File: src/rtl/spi_sck_pkg.sv
package spi_sck_pkg;
   typedef enum logic [1:0] {
      SCK_IDLE = 2'd0,
      SCK_RUN  = 2'd1,
      SCK_HALT = 2'd2
   } sck_state_e;
endpackage

File: src/rtl/spi_sck_halves.sv
// Converts a divisor into the reload values of the two half-periods.
// The half that ends on a sample edge receives the odd cycle.
module spi_sck_halves #(
   parameter int DIV_W = 8
) (
   input  logic [DIV_W-1:0] div_i,
   output logic [DIV_W-1:0] pre_sample_o,
   output logic [DIV_W-1:0] pre_shift_o
);
   localparam int RW = DIV_W + 1;

   logic [RW-1:0] ratio;
   logic [RW-1:0] long_half;
   logic [RW-1:0] short_half;

   always_comb begin
      ratio      = {1'b0, div_i} + RW'(2);
      long_half  = (ratio + RW'(1)) >> 1;
      short_half = ratio >> 1;
      pre_sample_o = DIV_W'(long_half - RW'(1));
      pre_shift_o  = DIV_W'(short_half - RW'(1));
   end
endmodule

File: src/rtl/spi_sck_timer.sv
// Down-counter for one half-period; expires when it holds zero.
module spi_sck_timer #(
   parameter int CNT_W = 8
) (
   input  logic             clk_i,
   input  logic             rst_ni,
   input  logic             load_i,
   input  logic [CNT_W-1:0] load_val_i,
   input  logic             en_i,
   output logic             expire_o
);
   logic [CNT_W-1:0] cnt_q;

   always_ff @(posedge clk_i or negedge rst_ni) begin
      if (!rst_ni)                      cnt_q <= '0;
      else if (load_i)                  cnt_q <= load_val_i;
      else if (en_i && cnt_q != '0)     cnt_q <= cnt_q - CNT_W'(1);
   end

   assign expire_o = en_i && (cnt_q == '0);

   p_cnt_reload_r2: assert property (@(posedge clk_i) disable iff (!rst_ni)
      load_i |=> cnt_q == $past(load_val_i));
endmodule

File: src/rtl/spi_sck_gen.sv
module spi_sck_gen
   import spi_sck_pkg::*;
#(
   parameter int DIV_W = 8
) (
   input  logic             clk_i,
   input  logic             rst_ni,
   input  logic             run_i,
   input  logic             rd_phase_i,
   input  logic             stop_i,
   input  logic [DIV_W-1:0] div_wr_i,
   input  logic [DIV_W-1:0] div_rd_i,
   input  logic             cpol_i,
   input  logic             cpha_i,
   input  logic             offline_i,
   output logic             sck_o,
   output logic             sck_oe_o,
   output logic             shift_o,
   output logic             sample_o
);
   localparam int NDIV  = 2;
   localparam int CNT_W = DIV_W;

   if (DIV_W < 2 || DIV_W > 16) begin : g_bad_width
      $error("spi_sck_gen: DIV_W must lie in 2..16");
   end

   sck_state_e       state_q;
   logic             iclk_q;
   logic             sel_rd_q;
   logic             shift_q;
   logic             sample_q;

   logic [DIV_W-1:0] div_arr    [NDIV];
   logic [DIV_W-1:0] pre_sample [NDIV];
   logic [DIV_W-1:0] pre_shift  [NDIV];

   assign div_arr[0] = div_wr_i;
   assign div_arr[1] = div_rd_i;

   for (genvar i = 0; i < NDIV; i++) begin : g_div
      spi_sck_halves #(.DIV_W(DIV_W)) u_halves (
         .div_i        (div_arr[i]),
         .pre_sample_o (pre_sample[i]),
         .pre_shift_o  (pre_shift[i])
      );
   end

   logic             start;
   logic             expire;
   logic             edge_now;
   logic             lead_edge;
   logic             trail_edge;
   logic             sel_next;
   logic             next_is_sample;
   logic             edge_is_sample;
   logic [CNT_W-1:0] load_val;

   always_comb begin
      start          = (state_q == SCK_IDLE) && run_i;
      edge_now       = (state_q == SCK_RUN) && expire;
      lead_edge      = edge_now && !iclk_q;
      trail_edge     = edge_now && iclk_q;
      sel_next       = (start || trail_edge) ? rd_phase_i : sel_rd_q;
      next_is_sample = (start || trail_edge) ? !cpha_i : cpha_i;
      edge_is_sample = lead_edge ? !cpha_i : cpha_i;
      load_val       = next_is_sample ? pre_sample[sel_next] : pre_shift[sel_next];
   end

   spi_sck_timer #(.CNT_W(CNT_W)) u_timer (
      .clk_i      (clk_i),
      .rst_ni     (rst_ni),
      .load_i     (start || edge_now),
      .load_val_i (load_val),
      .en_i       (state_q == SCK_RUN),
      .expire_o   (expire)
   );

   always_ff @(posedge clk_i or negedge rst_ni) begin
      if (!rst_ni) begin
         state_q  <= SCK_IDLE;
         iclk_q   <= 1'b0;
         sel_rd_q <= 1'b0;
         shift_q  <= 1'b0;
         sample_q <= 1'b0;
      end else begin
         shift_q  <= 1'b0;
         sample_q <= 1'b0;
         if (!run_i) begin
            state_q <= SCK_IDLE;
            iclk_q  <= 1'b0;
         end else begin
            case (state_q)
               SCK_IDLE: begin
                  state_q  <= SCK_RUN;
                  sel_rd_q <= rd_phase_i;
               end
               SCK_RUN: begin
                  if (edge_now) begin
                     iclk_q   <= !iclk_q;
                     sample_q <= edge_is_sample;
                     shift_q  <= !edge_is_sample;
                  end
                  if (trail_edge) begin
                     sel_rd_q <= rd_phase_i;
                     if (stop_i) state_q <= SCK_HALT;
                  end
               end
               default: ;
            endcase
         end
      end
   end

   assign sck_o    = (iclk_q & run_i) ^ cpol_i;
   assign sck_oe_o = !offline_i;
   assign shift_o  = shift_q;
   assign sample_o = sample_q;

   p_strobe_excl_r7: assert property (@(posedge clk_i) disable iff (!rst_ni)
      !(shift_o && sample_o));

   p_strobe_pin_r7: assert property (@(posedge clk_i) disable iff (!rst_ni)
      (shift_o || sample_o) && run_i && $past(run_i) && $stable(cpol_i) |-> !$stable(sck_o));

   p_cs_rise_idle_r6: assert property (@(posedge clk_i) disable iff (!rst_ni)
      $rose(run_i) |-> sck_o == cpol_i);

   p_cs_rise_quiet_r6: assert property (@(posedge clk_i) disable iff (!rst_ni)
      $rose(run_i) |=> !(shift_o || sample_o));

   p_halt_quiet_r8: assert property (@(posedge clk_i) disable iff (!rst_ni)
      (state_q == SCK_HALT) && $past(state_q == SCK_HALT) |-> !(shift_o || sample_o));
endmodule

File: config.mk
export PLATFORM = sky130hd
export DESIGN_NAME = spi_sck_gen
export DESIGN_NICKNAME = d
export VERILOG_FILES = /design/src/rtl/spi_sck_pkg.sv /design/src/rtl/spi_sck_halves.sv /design/src/rtl/spi_sck_timer.sv /design/src/rtl/spi_sck_gen.sv
export SDC_FILE = /design/constraint.sdc
export NUM_CORES = 1
export LEC_CHECK = 0
export BUFFER_PORTS_ARGS = -buffer_cell sky130_fd_sc_hd__buf_2
export CAP_MARGIN = 5
export CORE_MARGIN = 3
export CORE_UTILIZATION = 60
export CTS_CLUSTER_DIAMETER = 80
export CTS_CLUSTER_SIZE = 25
export DETAILED_ROUTE_END_ITERATION = 8
export PLACE_DENSITY_LB_ADDON = 0.08
export SKIP_CTS_REPAIR_TIMING = 1
export SYNTH_ARGS = -nofsm -noshare
export SYNTH_HDL_FRONTEND = slang
export SYNTH_SLANG_ARGS = --single-unit
File: constraint.sdc
create_clock -name clk_i -period 5.65 [get_ports clk_i]
set_input_delay 0.8475 -clock clk_i [delete_from_list [all_inputs] [get_ports clk_i]]
set_output_delay 0.8475 -clock clk_i [all_outputs]
set_load 0.005 [all_outputs]
==> flow_summary.json <==
{
  "core_region_area_mm2": 0.002297,
  "final_cells": 236,
  "power_density_mw_per_mm2": 252.1,
  "critPathLaunchType": "flip-flop",
  "drt_pass1_iterations": 4,
  "row_count": 17,
  "crit_slowest_cell": "or4_4",
  "p_switching_uw": 173.4,
  "status": "completed",
  "htreeDepth": 1,
  "dieArea_mm2": 0.003157,
  "grt_pass1_vias": 1414,
  "multi_input_area_mm2": 0.001115,
  "cts-root-buf": "clkbuf_4",
  "worstMarginPinSlew_ns": 0.5356,
  "die_h_um": 56.19,
  "finalCritPeriodShare_pct": 63.15,
  "fin_skew_ns": 0.0006054,
  "cp_max_fo": 7,
  "worstSetupEndpointType": "flip-flop",
  "nets": 236,
  "synth_area_leaders": "dfrtp_1 23%, xor2_1 6.4%, nand2_1 5.2%",
  "clk_latency_ns": 0.28,
  "ys.flop_type": "dfrtp_1",
  "pwr-share-seq_pct": 35.5,
  "wl_per_cell_um": 15.58,
  "hold_path.class": "in2async",
  "drt_iter0_markers": 65,
  "swShare_pct": 40.51,
  "intPower_uw": 254.6,
  "clkPwrFrac_pct": 16.8,
  "cts_tree": "done",
  "ys_seq_area_share_pct": 23.18,
  "synth_seq_cells": 14,
  "vias": 1465,
  "synth_edf_count": 0,
  "final_layout_size_suffix_gt1_share_pct": 24.52,
  "synth_area_mm2": 0.001511,
  "fillers": 192,
  "r2r_setup_slack_ns": 2.08,
  "design_area_mm2": 0.001698,
  "setup_viol": 0,
  "path_clk_slew_ns": 0.08,
  "timing_hold_violations_final": 0,
  "diodes": 0,
  "cts_sinks": 14,
  "maxCapViolations": 0,
  "initial_core_util_pct": 65.80,
  "area_delta_synth_final_pct": 12.33,
  "antenna_found_initial": 0,
  "viasPerCell": 6.208,
  "grt_max_degree": 16,
  "clockBufferDepth": 2,
  "syn-num-nets": 208,
  "finalPower_uw": 428.0,
  "path_class": "reg2reg",
  "yosysTopAreaCell": "dfrtp_1",
  "syn_avg_cell_area_um2": 8.351,
  "die_w_um": 56.19,
  "drv_slew": 0,
  "cts_buffers": 3,
  "synth_cell_types": 54,
  "p_comb_share_pct": 47.7,
  "cpPeakStageDelay_ns": 0.59,
  "track_usage_pct": 24.78,
  "regArea_um2": 350.3,
  "routed_wl_mm": 3.678,
  "fmax_mhz": 280.3,
  "yosys_warnings": 0,
  "routabilityCongestion": 0.9195,
  "io_buffers": 27,
  "leakagePower_uw": 0.0007194,
  "placed_area_mm2": 0.001662,
  "tns_ns": 0,
  "synthArstFlopShare_pct": 100.0,
  "rsz0062_at_grt": "no",
  "synth_top_area_share_pct": 23.18,
  "finalCriticalPeriod_ns": 3.568,
  "slew-limit-headroom_pct": 64.02,
  "synth_cells": 181,
  "vdd_drop_max_mv": 0.2571,
  "crit_path_cell_trace": "or4_4, or4_1, o211a_1, and3_1, o32a_1, a21oi_1, inv_1, ha_1, inv_1, nor3_1, and3_1, o31a_1",
  "drc": 0,
  "crit_arrival_ns": 3.74,
  "grt-ovfl-total": 0,
  "dp_cells": 232,
  "grt_pass1_wl_mm": 6.403,
  "cp_data_required_time_ns": 5.82,
  "hpwl_mm": 2.934,
  "antenna_left": 0,
  "boundaryPins": 28
}
[layer usage]
| layer | global-route usage [%] | part of all wire (%) |
|---|---|---|
| met1 | 32.06 | 44 |
| met2 | 43.24 | 49 |
| met3 | 6.265 | 6.6 |
| met4 | 1.695 | 0.60 |
| met5 | 0 | 0 |
[power groups by stage]
stage | combinational [uW] | sequential (uW) | clock [uW]
finish | 204 | 152 | 71.9
global route | 227 | 156 | 76.2
CTS | 203 | 152 | 72.8
detailed placement | 202 | 153 | 0
global placement | 196 | 152 | 0
floorplan | 159 | 145 | 0
[through the flow]
stage	worst slack, ns	hold slack [ns]	utilization [%]
final	2.082	0.4481	73.91
after CTS	2.096	0.4530	73.91
after global placement	2.112	0.5094	72.33
after global routing	1.863	0.4596	73.91
after detailed placement	1.975	0.5193	72.33
after floorplan	2.115	0.4722	-
[final cells by class]
| type | count | area share (%) |
|---|---|---|
| multi-input combinational | 157 | 65.66 |
| clock buffer | 4 | 2.137 |
| tap | 28 | 2.063 |
| sequential | 14 | 20.63 |
| timing repair buffer | 28 | 8.401 |
| inverter | 5 | 1.105 |
[path summary, 6_finish.rpt]
kind | startpoint | to | cells past startpoint
setup / recovery | u_timer.cnt_q[5]$_DFFE_PN0P_ | u_timer.cnt_q[6]$_DFFE_PN0P_ | 12
hold / removal | rst_ni | sel_rd_q$_DFFE_PN0P_ | 1
setup reg to reg | u_timer.cnt_q[5]$_DFFE_PN0P_ | u_timer.cnt_q[6]$_DFFE_PN0P_ | 12
hold reg to reg | u_timer.cnt_q[2]$_DFFE_PN0P_ | u_timer.cnt_q[2]$_DFFE_PN0P_ | 2
max in group asynchronous | rst_ni | u_timer.cnt_q[0]$_DFFE_PN0P_ | 1
min in group clk_i | u_timer.cnt_q[2]$_DFFE_PN0P_ | u_timer.cnt_q[2]$_DFFE_PN0P_ | 2
[critical path, delay by kind of cell, from the launching register on]
| kind | cells | cell delay [ns] |
|---|---|---|
| fa+ha+maj | 1 | 0.23 |
| buf+inv | 2 | 0.19 |
| simple gates | 5 | 1.65 |
| compound gates | 4 | 1.00 |
| flops | 1 | 0.41 |
[cell usage after synthesis (2+ instances only)]
cell type / number
nand3_1: 11
dfrtp_1: 14
a21oi_1: 10
and4_1: 3
o211ai_1: 2
nand2b_1: 3
or4_4: 3
or2_2: 2
and3_1: 6
a211oi_1: 3
or4_1: 2
o21ai_0: 9
inv_1: 5
nor2b_1: 5
nor3_1: 4
xor2_1: 11
clkbuf_1: 2
mux2i_1: 7
nor2_1: 9
xnor2_1: 9
ha_1: 3
mux2_2: 2
o31ai_2: 2
mux2_4: 2
o21a_1: 2
o21ai_1: 2
nand2_1: 21
[state kept, by name (all words and copies together) (netlist names)]
register and cells:
u_timer.cnt_q 8, state_q 2, iclk_q 1, sample_o 1, sel_rd_q 1, shift_o 1
[cell families (layout without fill, tap and decap cells)]
kind of cell,after synthesis,count (layout),share of synthesized area (%)
buffers and inverters,10,37,3.063
AND/OR/NAND/NOR,79,79,30.30
AO/OA/AOI/OAI,44,44,21.27
XOR/XNOR,20,20,11.59
adder cells (fa/ha/maj),3,3,2.484
flip-flops,14,14,23.18
multiplexers,11,11,8.113
[placed cells by master, fill, tap and decap left out, types with 4 or more instances in the layout]
| cell type | Yosys | final |
|---|---|---|
| nor3_1 | 4 | 4 |
| xnor2_1 | 9 | 9 |
| nor2b_1 | 5 | 5 |
| a21oi_1 | 10 | 10 |
| mux2i_1 | 7 | 7 |
| and3_1 | 6 | 6 |
| inv_1 | 5 | 5 |
| nand2_1 | 21 | 21 |
| buf_2 | 0 | 27 |
| o21ai_0 | 9 | 9 |
| dfrtp_1 | 14 | 14 |
| nand3_1 | 11 | 11 |
| xor2_1 | 11 | 11 |
| nor2_1 | 9 | 9 |
Power figures use the tool's default switching activity.
